--- src/rtl/omega_pkg.sv ---
package omega_pkg;
  // Left rotation of a port index by one bit over nbits bits (perfect shuffle).
  function automatic int shuffle_dst(input int port, input int nbits);
    int mask;
    mask = (1 << nbits) - 1;
    return ((port << 1) | (port >> (nbits - 1))) & mask;
  endfunction
endpackage

--- src/rtl/omega_cell.sv ---
module omega_cell #(
  parameter int W       = 19,
  parameter int TAG_BIT = 18
) (
  input  logic [W-1:0] up_i,
  input  logic [W-1:0] lo_i,
  output logic [W-1:0] up_o,
  output logic [W-1:0] lo_o,
  output logic         cross_o,
  output logic         clash_o
);
  always_comb begin
    cross_o = up_i[TAG_BIT];
    clash_o = (up_i[TAG_BIT] == lo_i[TAG_BIT]);
    up_o    = cross_o ? lo_i : up_i;
    lo_o    = cross_o ? up_i : lo_i;
  end
endmodule

--- src/rtl/omega_stage.sv ---
module omega_stage #(
  parameter int N       = 8,
  parameter int LOG_N   = 3,
  parameter int W       = 19,
  parameter int TAG_BIT = 18
) (
  input  logic [N*W-1:0]   bus_i,
  output logic [N*W-1:0]   bus_o,
  output logic [N/2-1:0]   cross_o,
  output logic [N/2-1:0]   clash_o
);
  localparam int CELLS = N / 2;

  logic [N*W-1:0] shuffled;

  for (genvar p = 0; p < N; p++) begin : g_shuf
    localparam int Q = omega_pkg::shuffle_dst(p, LOG_N);
    assign shuffled[Q*W +: W] = bus_i[p*W +: W];
  end

  for (genvar c = 0; c < CELLS; c++) begin : g_cell
    omega_cell #(.W(W), .TAG_BIT(TAG_BIT)) cell_i (
      .up_i    (shuffled[(2*c)*W +: W]),
      .lo_i    (shuffled[(2*c+1)*W +: W]),
      .up_o    (bus_o[(2*c)*W +: W]),
      .lo_o    (bus_o[(2*c+1)*W +: W]),
      .cross_o (cross_o[c]),
      .clash_o (clash_o[c])
    );
  end
endmodule

--- src/rtl/omega_shift_router.sv ---
module omega_shift_router #(
  parameter int LOG_N  = 3,
  parameter int DATA_W = 16,
  localparam int N     = 1 << LOG_N,
  localparam int CELLS = N / 2,
  localparam int CFG_W = LOG_N * CELLS
) (
  input  logic                clk,
  input  logic                rst_n,
  input  logic                in_valid,
  output logic                in_ready,
  input  logic [N*DATA_W-1:0] in_data,
  input  logic [LOG_N-1:0]    shift_k,
  output logic                out_valid,
  input  logic                out_ready,
  output logic [N*DATA_W-1:0] out_data,
  output logic [CFG_W-1:0]    cell_cfg,
  output logic                route_err
);
  localparam int TW = DATA_W + LOG_N;

  logic [N*TW-1:0]     bus [LOG_N+1];
  logic [CFG_W-1:0]    cfg_comb;
  logic [CFG_W-1:0]    clash_all;
  logic [N*DATA_W-1:0] routed;
  logic                fire;

  assign in_ready = !out_valid || out_ready;
  assign fire     = in_valid && in_ready;

  // Tag each word with its destination port.
  for (genvar i = 0; i < N; i++) begin : g_tag
    localparam logic [LOG_N-1:0] IDX = LOG_N'(i);
    logic [LOG_N-1:0] dest;
    assign dest = shift_k + IDX;
    assign bus[0][i*TW +: TW] = {dest, in_data[i*DATA_W +: DATA_W]};
  end

  for (genvar j = 0; j < LOG_N; j++) begin : g_stage
    omega_stage #(
      .N(N), .LOG_N(LOG_N), .W(TW), .TAG_BIT(DATA_W + LOG_N - 1 - j)
    ) stage_i (
      .bus_i   (bus[j]),
      .bus_o   (bus[j+1]),
      .cross_o (cfg_comb[j*CELLS +: CELLS]),
      .clash_o (clash_all[j*CELLS +: CELLS])
    );
  end

  for (genvar p = 0; p < N; p++) begin : g_strip
    assign routed[p*DATA_W +: DATA_W] = bus[LOG_N][p*TW +: DATA_W];
  end

  always_ff @(posedge clk) begin
    if (!rst_n) begin
      out_valid <= 1'b0;
      out_data  <= '0;
      cell_cfg  <= '0;
      route_err <= 1'b0;
    end else begin
      if (fire) begin
        out_valid <= 1'b1;
        out_data  <= routed;
        cell_cfg  <= cfg_comb;
        if (|clash_all) route_err <= 1'b1;
      end else if (out_ready) begin
        out_valid <= 1'b0;
      end
    end
  end

  // Assertions
  for (genvar ai = 0; ai < N; ai++) begin : g_chk_i
    for (genvar ak = 0; ak < N; ak++) begin : g_chk_k
      AST_SHIFT_ROUTE: assert property (@(posedge clk) disable iff (!rst_n)
        (fire && shift_k == LOG_N'(ak)) |=>
          out_data[((ai+ak)%N)*DATA_W +: DATA_W] == $past(in_data[ai*DATA_W +: DATA_W]));
    end
  end

  AST_ZERO_PASS: assert property (@(posedge clk) disable iff (!rst_n)
    (fire && shift_k == '0) |=> cell_cfg == '0);

  AST_HALF_CROSS: assert property (@(posedge clk) disable iff (!rst_n)
    (fire && shift_k == LOG_N'(N/2)) |=> cell_cfg == CFG_W'((1 << CELLS) - 1));

  AST_NO_CLASH: assert property (@(posedge clk) disable iff (!rst_n)
    !route_err);

  AST_VALID_AFTER_FIRE: assert property (@(posedge clk) disable iff (!rst_n)
    fire |=> out_valid);

  AST_STALL_HOLD: assert property (@(posedge clk) disable iff (!rst_n)
    (out_valid && !out_ready) |=> (out_valid && $stable(out_data) && $stable(cell_cfg)));

  AST_DRAIN: assert property (@(posedge clk) disable iff (!rst_n)
    (out_valid && out_ready && !in_valid) |=> !out_valid);
endmodule

--- config.mk ---
export PLATFORM = sky130hd
export DESIGN_NAME = omega_shift_router
export DESIGN_NICKNAME = d
export VERILOG_FILES = /design/src/rtl/omega_pkg.sv /design/src/rtl/omega_cell.sv /design/src/rtl/omega_stage.sv /design/src/rtl/omega_shift_router.sv
export SDC_FILE = /design/constraint.sdc
export NUM_CORES = 1
export LEC_CHECK = 0
export ABC_AREA = 0
export BUFFER_PORTS_ARGS = -buffer_cell sky130_fd_sc_hd__buf_4
export CAP_MARGIN = 15
export CORE_ASPECT_RATIO = 1.75
export CORE_UTILIZATION = 54
export CTS_CLUSTER_SIZE = 30
export DETAILED_ROUTE_END_ITERATION = 8
export HOLD_SLACK_MARGIN = 0.15
export PLACE_DENSITY = 0.85
export SYNTH_ARGS = -nofsm -noshare
export SYNTH_HDL_FRONTEND = slang
export SYNTH_SLANG_ARGS = --single-unit
--- constraint.sdc ---
create_clock -name clk -period 4.8 [get_ports clk]
set_clock_uncertainty 0.2 [all_clocks]
set_input_delay 0.72 -clock clk [delete_from_list [all_inputs] [get_ports clk]]
set_output_delay 0.72 -clock clk [all_outputs]
set_load 0.02 [all_outputs]
==> flow_summary_export.csv, run 1 <==
group,metric,value,unit
status,status,"completed",
grt,grt_start_max_net_pins,86,
sta,setup_viol,0,
clock_tree,cts_tree,"done",
layout,num-nets-final,1146,
pwr,p_switching,1187,µW
layout,fill_cells,1071,
sta,worstMarginPinSlew,1.134,ns
grt,gr-usage-all-layers,0.3526,
sta,slew_viol_final,0,
critical_path,crit_path_end_kind,"register",
critical_path,cp_data_arrival_time,3.13,ns
sta,slew_headroom,0.2439,
floorplan,die_h,163.0,µm
sta,final.setup.worst_slack,1.780,ns
synth,syn-instance-count,773,
clock_tree,clkLatencyLatePin,0.41,ns
drt,vias,7655,
grt,antenna_found_initial,1,
clock_tree,cts_buffers,17,
placement,io_buffers,277,
floorplan,dieArea,15330,µm²
sta,fin_crit_sh,0.6291,
placement,dp_hpwl,19570,µm
floorplan,rows,58,
critical_path,critPathRequiredTime,4.91,ns
drt,route.detailed.drc,0,
drt,wirelength,27290,µm
clock_tree,postCtsHoldBufs,0,
grt,grt_pass1_wl,40770,µm
layout,drive_gt1_frac,0.3880,
synth,synth_top_area_frac,0.3428,
layout,seqCellArea,2743,µm²
drt,vias_per_cell,6.384,
clock_tree,htree_levels,4,
critical_path,cp_max_fo,33,
clock_tree,cts_buffer_depth,2,
clock_tree,postCtsSetupRepairBufs,0,
synth,yosysMostFrequentCell,"mux2i_1",
placement,dp.cells,1166,
synth,synth_ff_type,"dfxtp_1",
synth,synthArstFlopShare,0,
pwr,leakage,0.005048,µW
sta,finalCriticalPeriod,3.020,ns
sta,finalSetupTns,0,ns
clock_tree,clock-root-buffer,"clkbuf_16",
sta,hold_ws,0.2681,ns
clock_tree,cts.repair.resized,0,
synth,yosysTopAreaCell,"dfxtp_1",
synth,ys_ff_latch,137,
critical_path,reg2reg_to,"out_data[0]$_SDFFE_PN0P_",
floorplan,coreArea,14440,µm²
pwr,cellPowerDensity,348.0,nW/µm²
critical_path,worst_r2r_path_depth,5,
synth,synth_edf_count,0,
drt,wl_per_cell,22.76,µm
min_path,holdPathStages,2,
synth,synthesis.nets,914,
synth,syn_area,8001,µm²
pwr,seqPwrFrac,0.364,
synth,yosys-top-cells-count,"mux2i_1 (192), dfxtp_1 (137), nor2_1 (132)",
sta,hold_viol_final,0,
drt,drt_first_iter_violations,554,
pwr,p_int,2461,µW
placement,gp_congestion,0.8785,
floorplan,fp.dieW,94.02,µm
critical_path,startpoint_type,"primary input",
synth,synth_area_leaders,"dfxtp_1 (34%), mux2i_1 (24%), a221o_1 (16%), mux2_2 (9.0%), nor2_1 (6.2%)",
pwr,power.share.clock,0.345,
grt,grt_pass1_vias,7264,
grt,overflow,0,
floorplan,initial_core_util,0.5541,
layout,syn2layout_area_growth,31.04,%
critical_path,critical_path_class,"in -> reg",
synth,synth_cell_types,28,
drt,firstDrtPassIters,6,
pwr,comb_power_share,0.292,
min_path,holdPathEnd,"cell_cfg[0]$_SDFFE_PN0P_",
pwr,ir_drop,0.2408,mV
synth,synth-seq-area-share,0.3428,
pwr,switching_share,0.3254,
floorplan,pin_count,278,
min_path,hold_path_class,"reg -> reg",
synth,yosysWarnings,0,
min_path,min-delay-start,"cell_cfg[0]$_SDFFE_PN0P_",
run,max-cap-violations,0,
drt,antenna_left,0,
synth,syn_area_per_cell,10.35,µm²
sta,clock.fmax,0.3311,GHz
critical_path,r2r_slack,2.35,ns
layout,multi_input_area,4766,µm²
clock_tree,clk_pin_slew,0.06,ns
clock_tree,clock_sinks,137,
critical_path,timing.rr.start,"out_valid$_SDFFE_PN0P_",
placement,dp_slack,1.384,ns
layout,fin_cells,1199,
sta,rsz0062_at_grt,"false",
[cell type report]
cell class	count	area share
Multi-Input combinational cell	556	0.4545
Sequential cell	137	0.2616
Timing Repair Buffer	289	0.2069
Clock buffer	18	0.04189
Tap cell	180	0.02148
Clock inverter	14	0.01193
Inverter	4	0.001432
Antenna cell	1	0.0002387
[cells by family after synthesis]
family	count (synthesis)	synth area share
muxes	256	0.3303
and+or+nand+nor	153	0.07662
AOI/OAI and AO/OA	137	0.1683
DFF	137	0.3428
buffers and inverters	80	0.06364
adders and majority gates	6	0.009382
xor gates and xnor gates	4	0.009071
[layout by cell type, fill, tap and decap left out, drive strengths merged, types with 6 or more instances in the layout]
master  count
buf       289
mux2i     192
dfxtp     137
nor2      132
a221o     128
mux2       64
clkbuf     18
nand2      13
clkinv      8
a21boi      7
ha          6
inv         6
[sequential cells by signal, summed over array words and instances (netlist names)]
name       flops
route_err      1
cell_cfg       7
out_valid      1
out_data     128
[routing by layer]
metal  global-route usage  share of wire
met3              0.08054          0.088
met1               0.4525           0.40
met4               0.1790          0.051
met2               0.5491           0.46
met5                    0              0
[metrics by stage]
step                  util  cell area (µm²)  total power, µW
floorplan                -             8001             1991
global placement    0.6868             9918             2372
detailed placement  0.6868             9918             2391
CTS                 0.7259            10480             3633
global route        0.7260            10490             3768
finish              0.7260            10490             3649
[worst max-delay path by stage]
stage	from	endpoint	slack [ns]	depth (start not counted)
final	shift_k[1]	out_data[10]$_SDFFE_PN0P_	1.78	8
after global routing	shift_k[1]	out_data[10]$_SDFFE_PN0P_	1.71	8
after global placement	shift_k[1]	out_data[8]$_SDFFE_PN0P_	1.51	8
after CTS	shift_k[1]	out_data[0]$_SDFFE_PN0P_	1.82	8
after detailed placement	shift_k[1]	out_data[0]$_SDFFE_PN0P_	1.38	8
after floorplan	shift_k[1]	out_data[10]$_SDFFE_PN0P_	1.62	10
[power groups by stage]
stage	clock (µW)	combinational [µW]	sequential, µW
2_1_floorplan	0	532	1460
3_3_place_gp	0	1030	1350
3_5_place_dp	0	1050	1340
4_1_cts	1260	1050	1320
5_1_grt	1310	1120	1330
6_report	1260	1060	1330
[critical path, cell delays in order]
cell     delay, ns
buf_4         0.20
inv_2         0.28
ha_1          0.31
xnor2_4       0.12
buf_4         0.50
mux2i_1       0.41
mux2i_1       0.17
a221o_1       0.38
(Power assumes the default switching activity.)
==> run 2: changes to the inputs <==
--- a/config.mk
+++ b/config.mk
@@ -9,11 +9,11 @@
 export BUFFER_PORTS_ARGS = -buffer_cell sky130_fd_sc_hd__buf_4
 export CAP_MARGIN = 15
 export CORE_ASPECT_RATIO = 1.75
-export CORE_UTILIZATION = 54
+export CORE_UTILIZATION = 46
 export CTS_CLUSTER_SIZE = 30
 export DETAILED_ROUTE_END_ITERATION = 8
 export HOLD_SLACK_MARGIN = 0.15
-export PLACE_DENSITY = 0.85
+export PLACE_DENSITY = 0.77
 export SYNTH_ARGS = -nofsm -noshare
 export SYNTH_HDL_FRONTEND = slang
 export SYNTH_SLANG_ARGS = --single-unit
==> constraint.sdc (replaced) <==
create_clock -name clk -period 2.5 [get_ports clk]
set_clock_uncertainty 0.2 [all_clocks]
set_input_delay 0.375 -clock clk [delete_from_list [all_inputs] [get_ports clk]]
set_output_delay 0.375 -clock clk [all_outputs]
set_load 0.02 [all_outputs]
==> run 2 against run 1 <==
Sequential share of layout area decreased by 1.2 points. Combinational power increased by 100%. Cell count increased by 5.7%. Via count decreased by 1.4%. Worst hold slack got worse by 0.023 ns. Setup slack got worse by 1.4 ns. Critical path type unchanged. Critical endpoint is now out_data[36]$_SDFFE_PN0P_.
==> flow_summary_export.csv, run 2 (synthesis gave the netlist of run 1 again) <==
group,metric,value,unit
layout,largest-register,"out_data",
grt,overflow,0,
pwr,power.share.clock,0.388,
critical_path,critical_path_class,"in -> reg",
clock_tree,clock-root-buffer,"clkbuf_16",
pwr,ir_drop,0.4328,mV
status,status,"completed",
sta,worstMarginPinSlew,0.5864,ns
pwr,leakage,0.005255,µW
sta,setup_viol,0,
layout,fill_cells,1371,
clock_tree,clkLatencyLatePin,0.41,ns
layout,largest_reg_flops,128,
drt,antenna_left,0,
clock_tree,cts_tree,"done",
grt,grt_pass1_wl,41350,µm
sta,fin_crit_sh,0.8328,
run,max-cap-violations,0,
grt,antenna_found_initial,4,
floorplan,pin_count,278,
pwr,p_switching,2272,µW
layout,final_cell_mix,"buf_4 (292), mux2i_1 (192), dfxtp_1 (137)",
critical_path,cp_max_fo,26,
drt,vias,7549,
placement,dp_hpwl,20790,µm
layout,drive_gt1_frac,0.3938,
sta,clock.fmax,0.4803,GHz
pwr,comb_power_share,0.278,
drt,route.detailed.drc,0,
pwr,switching_share,0.2980,
layout,multi_input_area,4766,µm²
floorplan,coreArea,16950,µm²
layout,syn2layout_area_growth,37.33,%
clock_tree,htree_levels,4,
critical_path,startpoint_type,"primary input",
sta,rsz0062_at_grt,"false",
layout,num-nets-final,1166,
layout,seqCellArea,2743,µm²
pwr,p_int,5350,µW
critical_path,cp_data_arrival_time,2.18,ns
critical_path,critPathRequiredTime,2.60,ns
clock_tree,clock_sinks,137,
min_path,hold_path_class,"in -> reg",
floorplan,dieArea,17950,µm²
grt,grt_pass1_vias,7060,
floorplan,die_h,176.5,µm
sta,slew_headroom,0.6091,
layout,layout_commonest_cell,"buf_4",
placement,gp_congestion,0.9361,
layout,reg_top3,"out_data (128), cell_cfg (7)",
sta,slew_viol_final,0,
floorplan,initial_core_util,0.4721,
floorplan,fp.dieW,101.7,µm
sta,finalCriticalPeriod,2.082,ns
sta,hold_ws,0.2447,ns
pwr,seqPwrFrac,0.334,
clock_tree,postCtsSetupRepairBufs,0,
sta,hold_viol_final,0,
drt,vias_per_cell,5.958,
drt,wl_per_cell,22.38,µm
clock_tree,clk_pin_slew,0.06,ns
floorplan,rows,63,
pwr,cellPowerDensity,693.6,nW/µm²
clock_tree,cts_buffer_depth,2,
grt,grt_start_max_net_pins,65,
critical_path,crit_path_end_kind,"register",
drt,firstDrtPassIters,5,
placement,io_buffers,277,
clock_tree,cts_buffers,17,
drt,drt_first_iter_violations,422,
grt,gr-usage-all-layers,0.3095,
sta,finalSetupTns,0,ns
drt,wirelength,28350,µm
==> run 2: cell types whose count changed in the layout (fill, tap and decap cells not counted), sizes merged <==
cell         previous run  this run
dlygate4sd3             0         4
clkinvlp                3         1
clkinv                  8         4
buf                   289       305
bufinv                  1         7
diode                   1         4
inv                     6         4
==> run 2: power groups by stage <==
| stage | clock (µW) | combinational [µW] | sequential, µW |
|---|---|---|---|
| after floorplan | 0 | 1030 | 2800 |
| after global placement | 0 | 2060 | 2590 |
| after detailed placement | 0 | 2090 | 2580 |
| after CTS | 2970 | 2100 | 2540 |
| after global routing | 3050 | 2240 | 2560 |
| final | 2960 | 2120 | 2550 |
==> run 2: path summary, 6_finish.rpt <==
kind	start	to	slack [ns]	cells past startpoint
setup / recovery	shift_k[0]	out_data[36]$_SDFFE_PN0P_	0.42	8
hold / removal	shift_k[0]	route_err$_SDFFE_PN0P_	0.24	4
setup reg to reg	out_valid$_SDFFE_PN0P_	out_data[122]$_SDFFE_PN0P_	0.59	5
hold reg to reg	cell_cfg[0]$_SDFFE_PN0P_	cell_cfg[0]$_SDFFE_PN0P_	0.28	2
==> run 2: repair_timing <==
| action | in CTS | in global routing |
|---|---|---|
| endpoints found under the hold margin | 9 | 0 |
| hold buffers | 4 | 0 |
| setup endpoints to repair | 0 | 0 |
| resized for setup | 0 | 0 |
==> run 2: worst max-delay path: stages <==
cell and delay, ns:
buf_4 0.12, inv_1 0.07, ha_1 0.25, xnor2_4 0.18, buf_12 0.23, mux2i_1 0.39
mux2i_1 0.18, a221o_1 0.35
==> run 2: area by class of cell <==
| class | count | share of cell area |
|---|---|---|
| Timing Repair Buffer | 309 | 0.2268 |
| Antenna cell | 4 | 0.0009110 |
| Inverter | 4 | 0.001366 |
| Sequential cell | 137 | 0.2496 |
| Multi-Input combinational cell | 556 | 0.4337 |
| Tap cell | 227 | 0.02585 |
| Clock buffer | 18 | 0.03906 |
| Clock inverter | 12 | 0.02266 |
==> run 2: routing by layer <==
| layer | wire (µm) | global-route usage |
|---|---|---|
| met4 | 1547 | 0.1884 |
| met5 | 0 | 0 |
| met1 | 11840 | 0.4181 |
| met3 | 2062 | 0.04790 |
| met2 | 12900 | 0.4581 |
==> run 2: through the flow <==
step	util	power [µW]	cells	setup slack (ns)	cell area (µm²)
2_1_floorplan	-	3834	773	0.01503	8033
3_3_place_gp	0.6054	4649	1229	0.06665	10260
3_5_place_dp	0.6054	4669	1229	0.01850	10260
4_1_cts	0.6478	7615	1263	0.4414	10980
5_1_grt	0.6484	7851	1267	0.3080	10990
6_report	0.6484	7622	1267	0.4181	10990
